**src/rtl/ws_pkg.sv**
```systemverilog
package ws_pkg;

    typedef enum logic [1:0] {
        WS_IDLE = 2'd0,
        WS_WAIT = 2'd1,
        WS_LAST = 2'd2
    } ws_state_e;

endpackage

```
**src/rtl/ws_down_counter.sv**
```systemverilog
module ws_down_counter #(
    parameter int CNT_W = 2
) (
    input  logic             clk,
    input  logic             rst_n,
    input  logic             load,
    input  logic [CNT_W-1:0] load_val,
    input  logic             dec,
    output logic             is_one
);
    localparam logic [CNT_W-1:0] ONE = CNT_W'(1);

    logic [CNT_W-1:0] count_q;

    always_ff @(posedge clk) begin
        if (!rst_n) begin
            count_q <= '0;
        end else if (load) begin
            count_q <= load_val;
        end else if (dec && count_q != '0) begin
            count_q <= count_q - ONE;
        end
    end

    assign is_one = (count_q == ONE);
endmodule

```
**src/rtl/ws_fsm.sv**
```systemverilog
module ws_fsm
    import ws_pkg::*;
#(
    parameter int CNT_W = 2
) (
    input  logic             clk,
    input  logic             rst_n,
    input  logic             sel_act,
    input  logic [CNT_W-1:0] wait_req,
    input  logic             cnt_is_one,
    output ws_state_e        state,
    output logic             load,
    output logic [CNT_W-1:0] load_val,
    output logic             dec
);
    localparam logic [CNT_W-1:0] ONE = CNT_W'(1);

    ws_state_e state_q;
    ws_state_e state_d;

    always_ff @(posedge clk) begin
        if (!rst_n) begin
            state_q <= WS_IDLE;
        end else begin
            state_q <= state_d;
        end
    end

    always_comb begin
        state_d  = state_q;
        load     = 1'b0;
        load_val = '0;
        dec      = 1'b0;
        unique case (state_q)
            WS_IDLE: begin
                if (sel_act && wait_req != '0) begin
                    load     = 1'b1;
                    load_val = wait_req - ONE;
                    state_d  = (wait_req == ONE) ? WS_LAST : WS_WAIT;
                end
            end
            WS_WAIT: begin
                if (!sel_act) begin
                    state_d = WS_IDLE;
                end else begin
                    dec = 1'b1;
                    if (cnt_is_one) begin
                        state_d = WS_LAST;
                    end
                end
            end
            WS_LAST: begin
                state_d = WS_IDLE;
            end
            default: begin
                state_d = WS_IDLE;
            end
        endcase
    end

    assign state = state_q;
endmodule

```
**src/rtl/ws_ready_out.sv**
```systemverilog
module ws_ready_out
    import ws_pkg::*;
#(
    parameter int CNT_W = 2
) (
    input  logic             rst_n,
    input  ws_state_e        state,
    input  logic             sel_act,
    input  logic [CNT_W-1:0] wait_req,
    output logic             cpu_ready,
    output logic             addr_latch_en
);
    logic stall;

    always_comb begin
        stall = 1'b0;
        unique case (state)
            WS_IDLE: stall = sel_act && (wait_req != '0);
            WS_WAIT: stall = sel_act;
            WS_LAST: stall = 1'b0;
            default: stall = 1'b0;
        endcase
        if (!rst_n) begin
            stall = 1'b0;
        end
    end

    assign cpu_ready     = !stall;
    assign addr_latch_en = !stall;
endmodule

```
**src/rtl/wait_state_gen.sv**
```systemverilog
module wait_state_gen
    import ws_pkg::*;
#(
    parameter int CNT_W = 2
) (
    input  logic             clk,
    input  logic             rst_n,
    input  logic             slow_sel_n,
    input  logic [CNT_W-1:0] wait_cnt,
    output logic             cpu_ready,
    output logic             addr_latch_en
);
    logic             sel_act;
    logic             cnt_is_one;
    logic             load;
    logic             dec;
    logic [CNT_W-1:0] load_val;
    ws_state_e        state;

    assign sel_act = !slow_sel_n;

    ws_fsm #(.CNT_W(CNT_W)) u_fsm (
        .clk        (clk),
        .rst_n      (rst_n),
        .sel_act    (sel_act),
        .wait_req   (wait_cnt),
        .cnt_is_one (cnt_is_one),
        .state      (state),
        .load       (load),
        .load_val   (load_val),
        .dec        (dec)
    );

    ws_down_counter #(.CNT_W(CNT_W)) u_cnt (
        .clk      (clk),
        .rst_n    (rst_n),
        .load     (load),
        .load_val (load_val),
        .dec      (dec),
        .is_one   (cnt_is_one)
    );

    ws_ready_out #(.CNT_W(CNT_W)) u_out (
        .rst_n         (rst_n),
        .state         (state),
        .sel_act       (sel_act),
        .wait_req      (wait_cnt),
        .cpu_ready     (cpu_ready),
        .addr_latch_en (addr_latch_en)
    );
endmodule

```
**config.mk**
```make
export PLATFORM = sky130hd
export DESIGN_NAME = wait_state_gen
export DESIGN_NICKNAME = d
export VERILOG_FILES = /design/src/rtl/ws_pkg.sv /design/src/rtl/ws_down_counter.sv /design/src/rtl/ws_fsm.sv /design/src/rtl/ws_ready_out.sv /design/src/rtl/wait_state_gen.sv
export SDC_FILE = /design/constraint.sdc
export NUM_CORES = 1
export LEC_CHECK = 0
export BUFFER_PORTS_ARGS = -buffer_cell sky130_fd_sc_hd__buf_2
export CAP_MARGIN = 40
export CORE_AREA = 2 2 39 41
export DETAILED_ROUTE_END_ITERATION = 10
export DIE_AREA = 0 0 41 43
export PLACE_DENSITY = 0.42
export SETUP_SLACK_MARGIN = 0.02
export SYNTH_ARGS = -nofsm -noshare
export SYNTH_HDL_FRONTEND = slang
export SYNTH_SLANG_ARGS = --single-unit
```
**constraint.sdc**
```tcl
create_clock -name clk -period 1.6 [get_ports clk]
set_clock_uncertainty 0.2 [all_clocks]
set_input_delay 0.24 -clock clk [delete_from_list [all_inputs] [get_ports clk]]
set_output_delay 0.24 -clock clk [all_outputs]
set_load 0.02 [all_outputs]
```
# Yosys cells after proc, flatten, opt, wreduce, memory -nomap -nowiden

Cells that the tools add are included.

Bits in registers: 4
Bits of input ports: 5
Word-level logic and storage cells: 33

$add $sub $neg: 2
Eq/ne operators: 5
Mux-type cells: 15
Reduce and logical (&&, ||, !) cells: 9

Operator list:

| cell                  | number |
|---|---|
| $mux W2               | 8 |
| $eq A2 B1 Y1 const B  | 3 |
| $reduce_bool A2 Y1    | 3 |
| $mux W1               | 5 |
| $pmux W2 S2           | 1 |
| $sub A2 B1 Y2 const B | 2 |
| $ne A3 B3 Y1 const B  | 1 |
| $logic_and A1 B1 Y1   | 2 |
| $logic_not A1 Y1      | 2 |
| $logic_not A2 Y1      | 1 |
| $ne A2 B1 Y1 const B  | 1 |
| $pmux W1 S2           | 1 |
| $reduce_and A2 Y1     | 1 |

# Longest topological paths before layout

Gate-level depths: netlist of the first run.

Depth after elaboration: 5
Gate-level depth with buffers: 5
Gate-level depth less buffers: 5

# Hierarchy

From an unflattened synthesis of the first run, not the netlist that was laid out.

Cell total of the unflattened synthesis: 38
Area total of the unflattened synthesis: 314.1 um^2

Modules (own cells, without submodules):

| module          | times used | cells each | area an instance (um^2) |
|---|---|---|---|
| ws_fsm          | 1          | 18         | 152.6 |
| ws_down_counter | 1          | 15         | 135.1 |
| ws_ready_out    | 1          | 4          | 22.5 |
| wait_state_gen  | 1          | 1          | 3.8 |

# Worst setup path before layout of the first run

OpenSTA, ideal clock, no wires.

Path type: in2out
Start point: in wait_cnt[1]
End point: out cpu_ready
Arrival time: 1.108 ns
Slack: 0.052 ns
Cell stages on the path: 5
Buffers on the path: 1
Cells stage by stage: inv_1 ha_1 nor2b_1 or2_1 buf_4

Cells in the longest elaborated chain, start to end: 5

RTL lines:

| what                | RTL line             | text |
|---|---|---|
| start: declaration  | wait_state_gen.sv:9  | `input logic [CNT_W-1:0] wait_cnt,` |
| $reduce_bool A2 Y1  | ws_ready_out.sv:18   | `WS_IDLE: stall = sel_act && (wait_req != '0);` |
| $logic_and A1 B1 Y1 | ws_ready_out.sv:18   |  |
| $pmux W1 S2         | ws_ready_out.sv:17   | `unique case (state)` |
| $mux W1             | ws_ready_out.sv:23   | `if (!rst_n) begin` |
| $logic_not A1 Y1    | --                   |  |
| end: declaration    | wait_state_gen.sv:10 | `output logic cpu_ready,` |

No other way between the ends.

# Worst setup path after layout of the first run

Start point: reg u_fsm.state_q[1], in the netlist u_fsm.state[1]
End point: out cpu_ready

Cells in the longest elaborated chain, start to end: 4
Elaborated cells on any way between the ends: 5

RTL lines:

| what                                                    | RTL line           | text |
|---|---|---|
| start: declaration                                      | ws_fsm.sv:18       | `ws_state_e state_q;` |
| start signal: assignment                                | ws_fsm.sv:25       | `state_q <= state_d;` |
| $eq A2 B1 Y1 / $logic_not A2 Y1 (equally long branches) | ws_ready_out.sv:17 |  |
| $pmux W1 S2 *                                           | ws_ready_out.sv:17 |  |
| $mux W1 *                                               | ws_ready_out.sv:23 |  |
| $logic_not A1 Y1 *                                      | ws_ready_out.sv:28 | `assign cpu_ready = !stall;` |

Every way passes the cells marked *; elsewhere a longest branch is shown, timed or not.

==> results of run 1 <==
[worst max-delay path, cell delays in order (launching register included)]
cell and delay (ns):
sky130_fd_sc_hd__dfxtp_4 0.34, sky130_fd_sc_hd__nor2_4 0.11, sky130_fd_sc_hd__nand2_2 0.06, sky130_fd_sc_hd__or2_4 0.24, sky130_fd_sc_hd__buf_6 0.13
[layout make-up]
class	count	area, um^2
inverters	5	18.8
clock buffers	3	22.5
multi-input cells	26	208
flip-flops and latches	4	85.1
fillers	145	897
well taps	16	20.0
repair buffers	18	133
[how the worst min path moves through the flow]
stage,to
after floorplan,u_cnt.count_q[0]$_SDFFE_PN0P_
after detailed placement,u_cnt.count_q[1]$_SDFFE_PN0P_
after global routing,u_cnt.count_q[0]$_SDFFE_PN0P_
after CTS,u_cnt.count_q[0]$_SDFFE_PN0P_
final,u_cnt.count_q[0]$_SDFFE_PN0P_
after global placement,u_cnt.count_q[1]$_SDFFE_PN0P_
[Yosys cell counts, drive strengths merged]
master	number
inv	5
nor2	4
nor4b	1
a21oi	3
a2111oi	1
nor3	3
o2111a	1
ha	4
o21ai	1
or2	1
dfxtp	4
o22ai	1
buf	2
nor3b	1
nor2b	2
nand2	2
or4b	1
[flip-flops by register name, indices dropped and copies added, names as in the netlist]
register	flops
u_fsm.state	2
u_cnt.count_q	2
[routing by layer]
| layer | up-vias | track usage [%] | share of wire (%) |
|---|---|---|---|
| li1 | 166 | - | - |
| met1 | 141 | 13.1 | 45 |
| met2 | 5 | 13.4 | 51 |
| met3 | 0 | 6.28 | 3.4 |
| met4 | 0 | 4.00 | 0 |
| met5 | - | 0 | 0 |
[where the power goes]
group | switching, mW | internal [mW]
Clock | 0.0387 | 0.0837
Sequential | 0.00524 | 0.106
Combinational | 0.0478 | 0.0595
[cells by family after synthesis]
kind of cell               after synthesis  synth area share (%)
buffers and inverters                    7                  12.7
AOI/OAI and AO/OA                        7                  15.6
adders and majority gates                4                  16.9
and+or+nand+nor                         15                  27.8
DFF                                      4                  27.0
[per-stage QoR]
stage,total power [mW],hold slack [ns],setup TNS [ns],setup slack [ns],cells
6_report,0.341,0.0897,0,0.0520,72
5_1_grt,0.372,0.0871,0,0.00729,72
4_1_cts,0.331,0.0799,0,0.0289,69
3_5_place_dp,0.201,0.256,-0.000363,-0.000363,65
3_3_place_gp,0.202,0.253,0,0.00715,65
2_1_floorplan,0.166,0.180,0,0.0523,37
[repair_timing]
action | CTS | global route
setup endpoints to repair | 2 | 3
resized for setup | 4 | 12
pin swaps | 2 | 3
buffers inserted | 1 | 3
endpoints found under the hold margin | 0 | 0
==> impl_results.md, run 1 <==
- Worst R2R Start: u_cnt.count_q[0]$_SDFFE_PN0P_
- Clock tree from TritonCTS: built
- Hold violation total from the final report: 0
- Portion of the clock cycle consumed by the worst path in the final layout: around 97%
- Count of synthesis-stage warnings from yosys: 0
- Largest cells by area after synthesis: sky130_fd_sc_hd__dfxtp_1 (27%), sky130_fd_sc_hd__ha_1 (17%), sky130_fd_sc_hd__a21oi_1 (5.1%)
- Critical path launch point: u_fsm.state[1]$_SDFFE_PN0P_
- Via count of the first global-routing pass: 290
- Worst R2R Path Depth: 6
- Worst hold path class: in -> reg
- Per-cell via count in the routed design: 4.33
- Layout Nets: between 60 and 70
- Commonest non-fill, non-tap cell in the layout: sky130_fd_sc_hd__buf_4
- Share of cells above drive strength 1: a little over half
- Global-route wire length before repair: around 1200 um
- Most used cells in the layout excluding fill and tap cells: sky130_fd_sc_hd__buf_4 (12), sky130_fd_sc_hd__inv_1 (4), sky130_fd_sc_hd__buf_2 (4)
- Category of the most critical setup path: reg -> out
- Number of pins with negative max-slew slack in the final report: 0
- Post-detailed-routing wire length: 667 um
- Share of the synthesized area in the top cell type: a little over a quarter
- WHS Path Cells: 2
- Number of port buffers: 6
- Library cells used by synthesis: 19
- Result of the run: complete, no violations
- Global-route total usage across every layer: between 10% and 20%
- Maximum root-to-sink buffer count: 2
- # setup viols final: 0
- Clock input transition at the sequential cells of the worst setup and hold paths: ~0.04 ns
- Top achievable clock speed: approximately 0.65 GHz
- Synthesized cell area: between 200 and 300 um^2
- # hold bufs at CTS: 0
- Area delta synth->final: 64.1%
- Cell row count: 14
- Sequential element share of the synthesized area: between 20 and 30%
- Last weighted congestion value of the routability-driven placer: between 0.6 and 0.7
- Clock insertion delay at the later pin of the skew report: 0.23 ns
- Initial Utilization: 21.4%
- Biggest area consumer among synthesized cells: sky130_fd_sc_hd__dfxtp_1
- Pwr/cell area: 701 nW/um^2
- Initial antenna violation count: 0
- Unrepaired setup endpoints after global routing: true
- Die boundary width: between 40 and 50 um
- Synth Net Count: 46
- DRT antenna net count: 0
- Required time of the worst setup path: approximately 1.2 ns
- Max-cap violations: 0
- Number of buffers created by CTS: 3
- Total I/O pin count: 7
- Depth of the CTS H-tree: 1
- Root Buffer Master: sky130_fd_sc_hd__clkbuf_4
- Total die area: roughly 1800 um^2
- Worst flop-to-flop path endpoint: u_cnt.count_q[0]$_SDFFE_PN0P_
- Number of iterations in the first detailed-routing pass: 2
- Area of the core region: approximately 1400 um^2
- Peak supply drop: approximately 390 uV
- Highest fanout seen on the critical path: 2
- Via count of the routed design: 312
- Tmin final: between 1.5 and 2 ns
- Number of instances in the synthesized netlist: 37
- Arrival time reported for the critical path endpoint: between 1 and 1.5 ns
- Area of all placed cells without fillers: about 500 um^2
- # DRC: 0
- Worst slew pin tran: ~0.27 ns
- Flip-flop and latch count after synthesis: 4
- Worst rel slew slack: 81.7%
- Wirelength per Cell: ~9.3 um
- Category of the worst setup path capture point: output pin
- Initial detailed-routing violation count: 3
- Register-to-Register Setup Slack: 0.11 ns
- Worst hold path startpoint: rst_n
- Total inserted antenna cells: 0
- Standby leakage power: between 0.2 and 0.25 nW
- GRT Residual Overflow: 0
- Avg Synthesized Cell Area: roughly 8 um^2
- Half-perimeter wire length after placement: 509 um
- Pin count of the biggest net entering global routing: 8
- Layout Utilization: 35.2%
- CP Launch Type: register
- Die height: 43 um
- Cell area reported after detailed placement: around 390 um^2
- Sink count of the clock tree: 4
- Worst setup path endpoint: cpu_ready
Power figures use the tool's default switching activity.
==> inputs of run 2 (changes only) <==
CORE_AREA = 4 4 41 43   (was 2 2 39 41)
DIE_AREA = 0 0 45 47   (was 0 0 41 43)
==> impl_results.md, run 2 (synthesis gave the netlist of run 1 again) <==
- Hold violation total from the final report: 0 (unchanged)
- Cell area reported after detailed placement: 349 um^2 (-10%)
- Peak supply drop: 508 uV (+30%)
- Layout Nets: 61 (-9.0%)
- Result of the run: complete, no violations
- Tmin final: 1.59 ns (+0.0468 ns)
- Per-cell via count in the routed design: 4.32 (-0.24%)
- Highest-delay cell along the critical path: sky130_fd_sc_hd__a2111oi_0
- Final Worst Setup Slack: 0.00521 ns (-0.0468 ns)
- Cell total after placement: 59 (-9.2%)
- Ordered cell list for the critical path: inv_1 -> ha_1 -> a2111oi_0 -> o22ai_1
- Worst flop-to-flop path endpoint: u_cnt.count_q[1]$_SDFFE_PN0P_
- Clock tree from TritonCTS: built
- Half-perimeter wire length after placement: 478 um (-6.1%)
- Worst hold path startpoint: rst_n
- Most used cells in the layout excluding fill and tap cells: sky130_fd_sc_hd__buf_4 (6), sky130_fd_sc_hd__inv_1 (4), sky130_fd_sc_hd__buf_2 (4)
- # DRC: 0 (unchanged)
- GRT Residual Overflow: 0 (unchanged)
- Last weighted congestion value of the routability-driven placer: 0.657 (-0.24%)
- Maximum root-to-sink buffer count: 2 (unchanged)
- Area delta synth->final: 40.1%
- Worst slew pin tran: 0.461 ns (+0.187 ns)
- Global-route total usage across every layer: 7.35% (-2.9 points)
- Layout Utilization: 31.9% (-3.2 points)
- Total I/O pin count: 7 (unchanged)
- # setup viols final: 0 (unchanged)
- Internal Power: 0.236 mW (-5.6%)
- Cell row count: 13 (-1)
- Initial detailed-routing violation count: 0 (-3)
- Total die area: 2120 um^2 (+20%)
- WP buf/inv: 1 (unchanged)
- Worst rel slew slack: 68.5% (-13 points)
- Depth of the CTS H-tree: 1 (unchanged)
- Required time of the worst setup path: 1.49 ns (+0.33 ns)
- Standby leakage power: 0.186 nW (-16%)
- Worst R2R Start: u_cnt.count_q[0]$_SDFFE_PN0P_
- WHS Path Cells: 3 (+1)
- Portion of the clock cycle consumed by the worst path in the final layout: 99.7% (+2.9 points)
- Share of cells above drive strength 1: 40.0% (-14 points)
- Max-cap violations: 0 (unchanged)
- Initial Utilization: 22.8% (+1.4 points)
- Switching power summed over all nets: 0.0887 mW (-3.3%)
- Kind of cell with the highest combined delay on the critical path: compound AO/OA/AOI/OAI gates
- Stage delay of the slowest cell on the critical path: 0.50 ns (+0.16 ns)
- Wirelength per Cell: 10.6 um (+15%)
- Post-detailed-routing wire length: 692 um (+3.7%)
- Category of the most critical setup path: reg -> reg
- Register-to-Register Setup Slack: 0.005 ns (-0.10 ns)
- Arrival time reported for the critical path endpoint: 1.49 ns (+0.38 ns)
- Worst hold path class: in -> reg
- Total negative slack: 0 ns (unchanged)
- Pin count of the biggest net entering global routing: 9 (+1)
- Total inserted antenna cells: 0 (unchanged)
- Sink count of the clock tree: 4 (unchanged)
- # hold bufs at CTS: 0 (unchanged)
- End point of the worst hold path: u_cnt.count_q[1]$_SDFFE_PN0P_
- Commonest non-fill, non-tap cell in the layout: sky130_fd_sc_hd__buf_4
- Setup Slack @ Placement: 0.0158 ns (+0.0161 ns)
- Clock group share of total power: 38.6% (+2.7 points)
- Via count of the first global-routing pass: 257 (-11%)
- Clock insertion delay at the later pin of the skew report: 0.23 ns (about the same)
- DRT antenna net count: 0 (unchanged)
- Switching fraction of total power: 27.3% (+0.46 points)
- Sequential share of power: 34.3% (+1.6 points)
- Number of iterations in the first detailed-routing pass: 1 (-1)
- Number of buffers created by CTS: 3 (unchanged)
- Worst R2R Path Depth: 4 (-2)
- Pwr/cell area: 781 nW/um^2 (+11%)
- Logic pwr share: 27.1% (-4.3 points)
- Area of all placed cells without fillers: 415 um^2 (-15%)
- Number of port buffers: 6 (unchanged)
- Die height: 47 um (+9.3%)
- Clock input transition at the sequential cells of the worst setup and hold paths: 0.04 ns (about the same)
- Area of the core region: 1300 um^2 (-6.0%)
- Final Non-Filler Cells: 65 (-9.7%)
- Number of pins with negative max-slew slack in the final report: 0 (unchanged)
- Category of the worst setup path capture point: register
- CP Launch Type: register
- Initial antenna violation count: 0 (unchanged)
- Die boundary width: 45 um (+9.8%)
- Root Buffer Master: sky130_fd_sc_hd__clkbuf_4
- Unrepaired setup endpoints after global routing: true
- Via count of the routed design: 281 (-9.9%)
- Global-route wire length before repair: 1060 um (-12%)
- Top achievable clock speed: 0.627 GHz (-2.9%)
- Power, Total: 0.324 mW (-5.0%)
- Highest fanout seen on the critical path: 4 (+2)
- Min Hold Slack: 0.0958 ns (+0.00610 ns)
run 2: worst max path at each step:
stage	startpoint	cells after the start	end	slack (ns)
after floorplan	wait_cnt[1]	5	cpu_ready	0.05
after global placement	wait_cnt[0]	6	u_cnt.count_q[1]$_SDFFE_PN0P_	-0.005
after detailed placement	wait_cnt[0]	6	u_cnt.count_q[1]$_SDFFE_PN0P_	0.02
after CTS	u_fsm.state[1]$_SDFFE_PN0P_	4	cpu_ready	0.02
after global routing	u_cnt.count_q[1]$_SDFFE_PN0P_	4	u_cnt.count_q[1]$_SDFFE_PN0P_	-0.08
final	u_cnt.count_q[0]$_SDFFE_PN0P_	4	u_cnt.count_q[1]$_SDFFE_PN0P_	0.005
run 2: layout make-up:
type	instances	area (um^2)
Clock buffer	3	22.5
Fill cell	156	886
Timing Repair Buffer	12	87.6
Inverter	5	18.8
Multi-Input combinational cell	26	186
Sequential cell	4	81.3
Tap cell	15	18.8
run 2: worst reg2reg max path: cells and delay by family (launching register included):
kind            cells  cell delay, ns
buf+inv             1            0.05
compound gates      2            0.65
flops               1            0.32
fa+ha+maj           1            0.23
run 2: power groups by stage:
stage	Combinational [mW]	Clock (mW)	Sequential [mW]
after global routing	0.100	0.145	0.112
after global placement	0.0769	0	0.113
after detailed placement	0.0748	0	0.113
after CTS	0.0797	0.134	0.111
final	0.0878	0.125	0.111
after floorplan	0.0532	0	0.113
run 2: what timing repair did:
action,CTS,global route
buffers inserted,1,2
endpoints found under the hold margin,0,0
pin swaps,2,3
endpoints found under the setup margin,2,2
gates resized for setup,4,4
run 2: layer usage:
layer / GRT usage [%] / vias to the layer above / wire length (um)
li1: - / 154 / -
met4: 1.75 / 0 / 0
met2: 10.2 / 6 / 345
met5: 0 / - / 0
met3: 5.75 / 0 / 34
met1: 8.88 / 121 / 311
==> inputs of run 3 (changes only) <==
==> constraint.sdc (replaced) <==
create_clock -name clk -period 1.6 [get_ports clk]
set_clock_uncertainty 0.2 [all_clocks]
set_input_delay 0.32 -clock clk [delete_from_list [all_inputs] [get_ports clk]]
set_output_delay 0.32 -clock clk [all_outputs]
set_load 0.02 [all_outputs]
==> impl_results.md, run 3 (synthesis gave the netlist of run 1 again) <==
- Arrival time reported for the critical path endpoint: 1.10 ns (-0.39 ns)
- Area delta synth->final: 58.2%
- Result of the run: complete, but fails checks
- WP buf/inv: 1 (unchanged)
- Cell row count: 13 (unchanged)
- Peak supply drop: 291 uV (-43%)
- Wirelength per Cell: 10.1 um (-5.3%)
- Kind of cell with the highest combined delay on the critical path: simple AND/OR/NAND/NOR gates
- Tmin final: 1.62 ns (+0.0263 ns)
- Last weighted congestion value of the routability-driven placer: 0.711 (+8.2%)
- Layout Utilization: 36.1% (+4.1 points)
- Category of the most critical setup path: reg -> out
- Highest fanout seen on the critical path: 2 (-2)
- Highest-delay cell along the critical path: sky130_fd_sc_hd__dfxtp_2
- Failing checks: negative setup slack
- Hold violation total from the final report: 0 (unchanged)
- Worst slew pin tran: 0.339 ns (-0.122 ns)
- Critical path launch point: u_fsm.state[1]$_SDFFE_PN0P_
- # setup viols final: 2 (+2)
- Clock insertion delay at the later pin of the skew report: 0.23 ns (about the same)
- Pin count of the biggest net entering global routing: 9 (unchanged)
- Total I/O pin count: 7 (unchanged)
- Per-cell via count in the routed design: 4.42 (+2.2%)
- GRT Residual Overflow: 0 (unchanged)
- CP Launch Type: register
- Required time of the worst setup path: 1.08 ns (-0.41 ns)
- Half-perimeter wire length after placement: 557 um (+16%)
- Portion of the clock cycle consumed by the worst path in the final layout: 101% (+1.6 points)
- Total inserted antenna cells: 0 (unchanged)
- Initial antenna violation count: 0 (unchanged)
- Sink count of the clock tree: 4 (unchanged)
- Depth of the CTS H-tree: 1 (unchanged)
- Worst hold path class: in -> reg
- Ordered cell list for the critical path: nor2_2 -> nand2_1 -> or2_4 -> buf_6
- Root Buffer Master: sky130_fd_sc_hd__clkbuf_4
- Global-route wire length before repair: 1160 um (+9.9%)
- Post-detailed-routing wire length: 696 um (+0.58%)
- Total die area: 2120 um^2 (unchanged)
- Die height: 47 um (unchanged)
- Layout Nets: 65 (+6.6%)
- Share of cells above drive strength 1: 48.1% (+8.1 points)
- Pwr/cell area: 712 nW/um^2 (-8.8%)
- Unrepaired setup endpoints after global routing: true
- Clock input transition at the sequential cells of the worst setup and hold paths: 0.04 ns (about the same)
- Worst R2R Start: u_cnt.count_q[1]$_SDFFE_PN0P_
- Global-route total usage across every layer: 7.90% (+0.55 points)
- Area of the core region: 1300 um^2 (unchanged)
- Number of pins with negative max-slew slack in the final report: 0 (unchanged)
- # DRC: 0 (unchanged)
- # hold bufs at CTS: 0 (unchanged)
- Worst rel slew slack: 76.8% (+8.3 points)
- Number of port buffers: 6 (unchanged)
- Maximum root-to-sink buffer count: 2 (unchanged)
- Number of iterations in the first detailed-routing pass: 4 (+3)
- Commonest non-fill, non-tap cell in the layout: sky130_fd_sc_hd__buf_4
- Final Worst Setup Slack: -0.0211 ns (-0.0263 ns)
- Initial detailed-routing violation count: 2 (+2)
- Die boundary width: 45 um (unchanged)
- Initial Utilization: 22.8% (unchanged)
- Power, Total: 0.334 mW (+3.0%)
- Stage delay of the slowest cell on the critical path: 0.32 ns (-0.18 ns)
- Clock tree from TritonCTS: built
- Standby leakage power: 0.210 nW (+13%)
- Top achievable clock speed: 0.617 GHz (-1.6%)
- Max-cap violations: 0 (unchanged)
- Via count of the first global-routing pass: 315 (+23%)
- DRT antenna net count: 0 (unchanged)
- Worst hold path startpoint: rst_n
- Category of the worst setup path capture point: output pin
- Via count of the routed design: 305 (+8.5%)
- Number of buffers created by CTS: 3 (unchanged)
run 3: changes by cell type in the layout (fill, tap and decap cells not counted):
| cell | delta |
|---|---|
| sky130_fd_sc_hd__buf_2 | -1 |
| sky130_fd_sc_hd__buf_4 | +4 |
| sky130_fd_sc_hd__buf_6 | +1 |
| sky130_fd_sc_hd__ha_2 | -1 |
| sky130_fd_sc_hd__ha_4 | +1 |
| sky130_fd_sc_hd__inv_1 | -1 |
| sky130_fd_sc_hd__inv_2 | +1 |
| sky130_fd_sc_hd__nor2b_1 | -1 |
| sky130_fd_sc_hd__nor2b_4 | +1 |
run 3: power by group:
part / internal, mW / total, mW / switching [mW]
clock: 0.0836 / 0.121 / 0.0377
combinational: 0.0552 / 0.101 / 0.0454
sequential: 0.107 / 0.112 / 0.00479
total: 0.246 / 0.334 / 0.0879
run 3: routing by layer:
layer  part of all wire [%]  vias to the layer above  track usage [%]
met2                     50                       11             13.0
met4                    1.4                        0             4.09
li1                       -                      162                -
met3                    7.6                        2             5.75
met5                      0                        -                0
met1                     41                      130             7.27
run 3: area by class of cell:
class,count,area [um^2]
fill,141,832
multi-input combinational,26,204
timing repair buffer,16,124
sequential,4,81.3
clock buffer,3,22.5
inverter,5,18.8
tap,15,18.8
run 3: worst paths after layout:
kind,to,slack [ns],depth (start not counted)
worst max-delay path,addr_latch_en,-0.02,4
worst min-delay path,u_cnt.count_q[0]$_SDFFE_PN0P_,0.16,2
worst max register to register,u_cnt.count_q[1]$_SDFFE_PN0P_,0.12,4
worst min register to register,u_cnt.count_q[1]$_SDFFE_PN0P_,0.29,2
run 3: repair_timing:
action / in CTS / in global routing
pin swaps: 3 / 0
gates cloned: 0 / 0
gates resized for setup: 7 / 0
buffers inserted: 2 / 1
setup endpoints to repair: 2 / 2
run 3: through the flow:
stage                     instance area (um^2)  setup TNS (ns)  std cells  hold slack (ns)  setup slack, ns
after floorplan                            323               0         37            0.235           0.0415
final                                      469         -0.0417         69            0.157          -0.0211
after detailed placement                   402          -0.116         63            0.282          -0.0586
after CTS                                  462         -0.0454         68            0.149          -0.0231
after global placement                     402          -0.105         63            0.254          -0.0491
after global routing                       469          -0.155         69            0.153          -0.0775
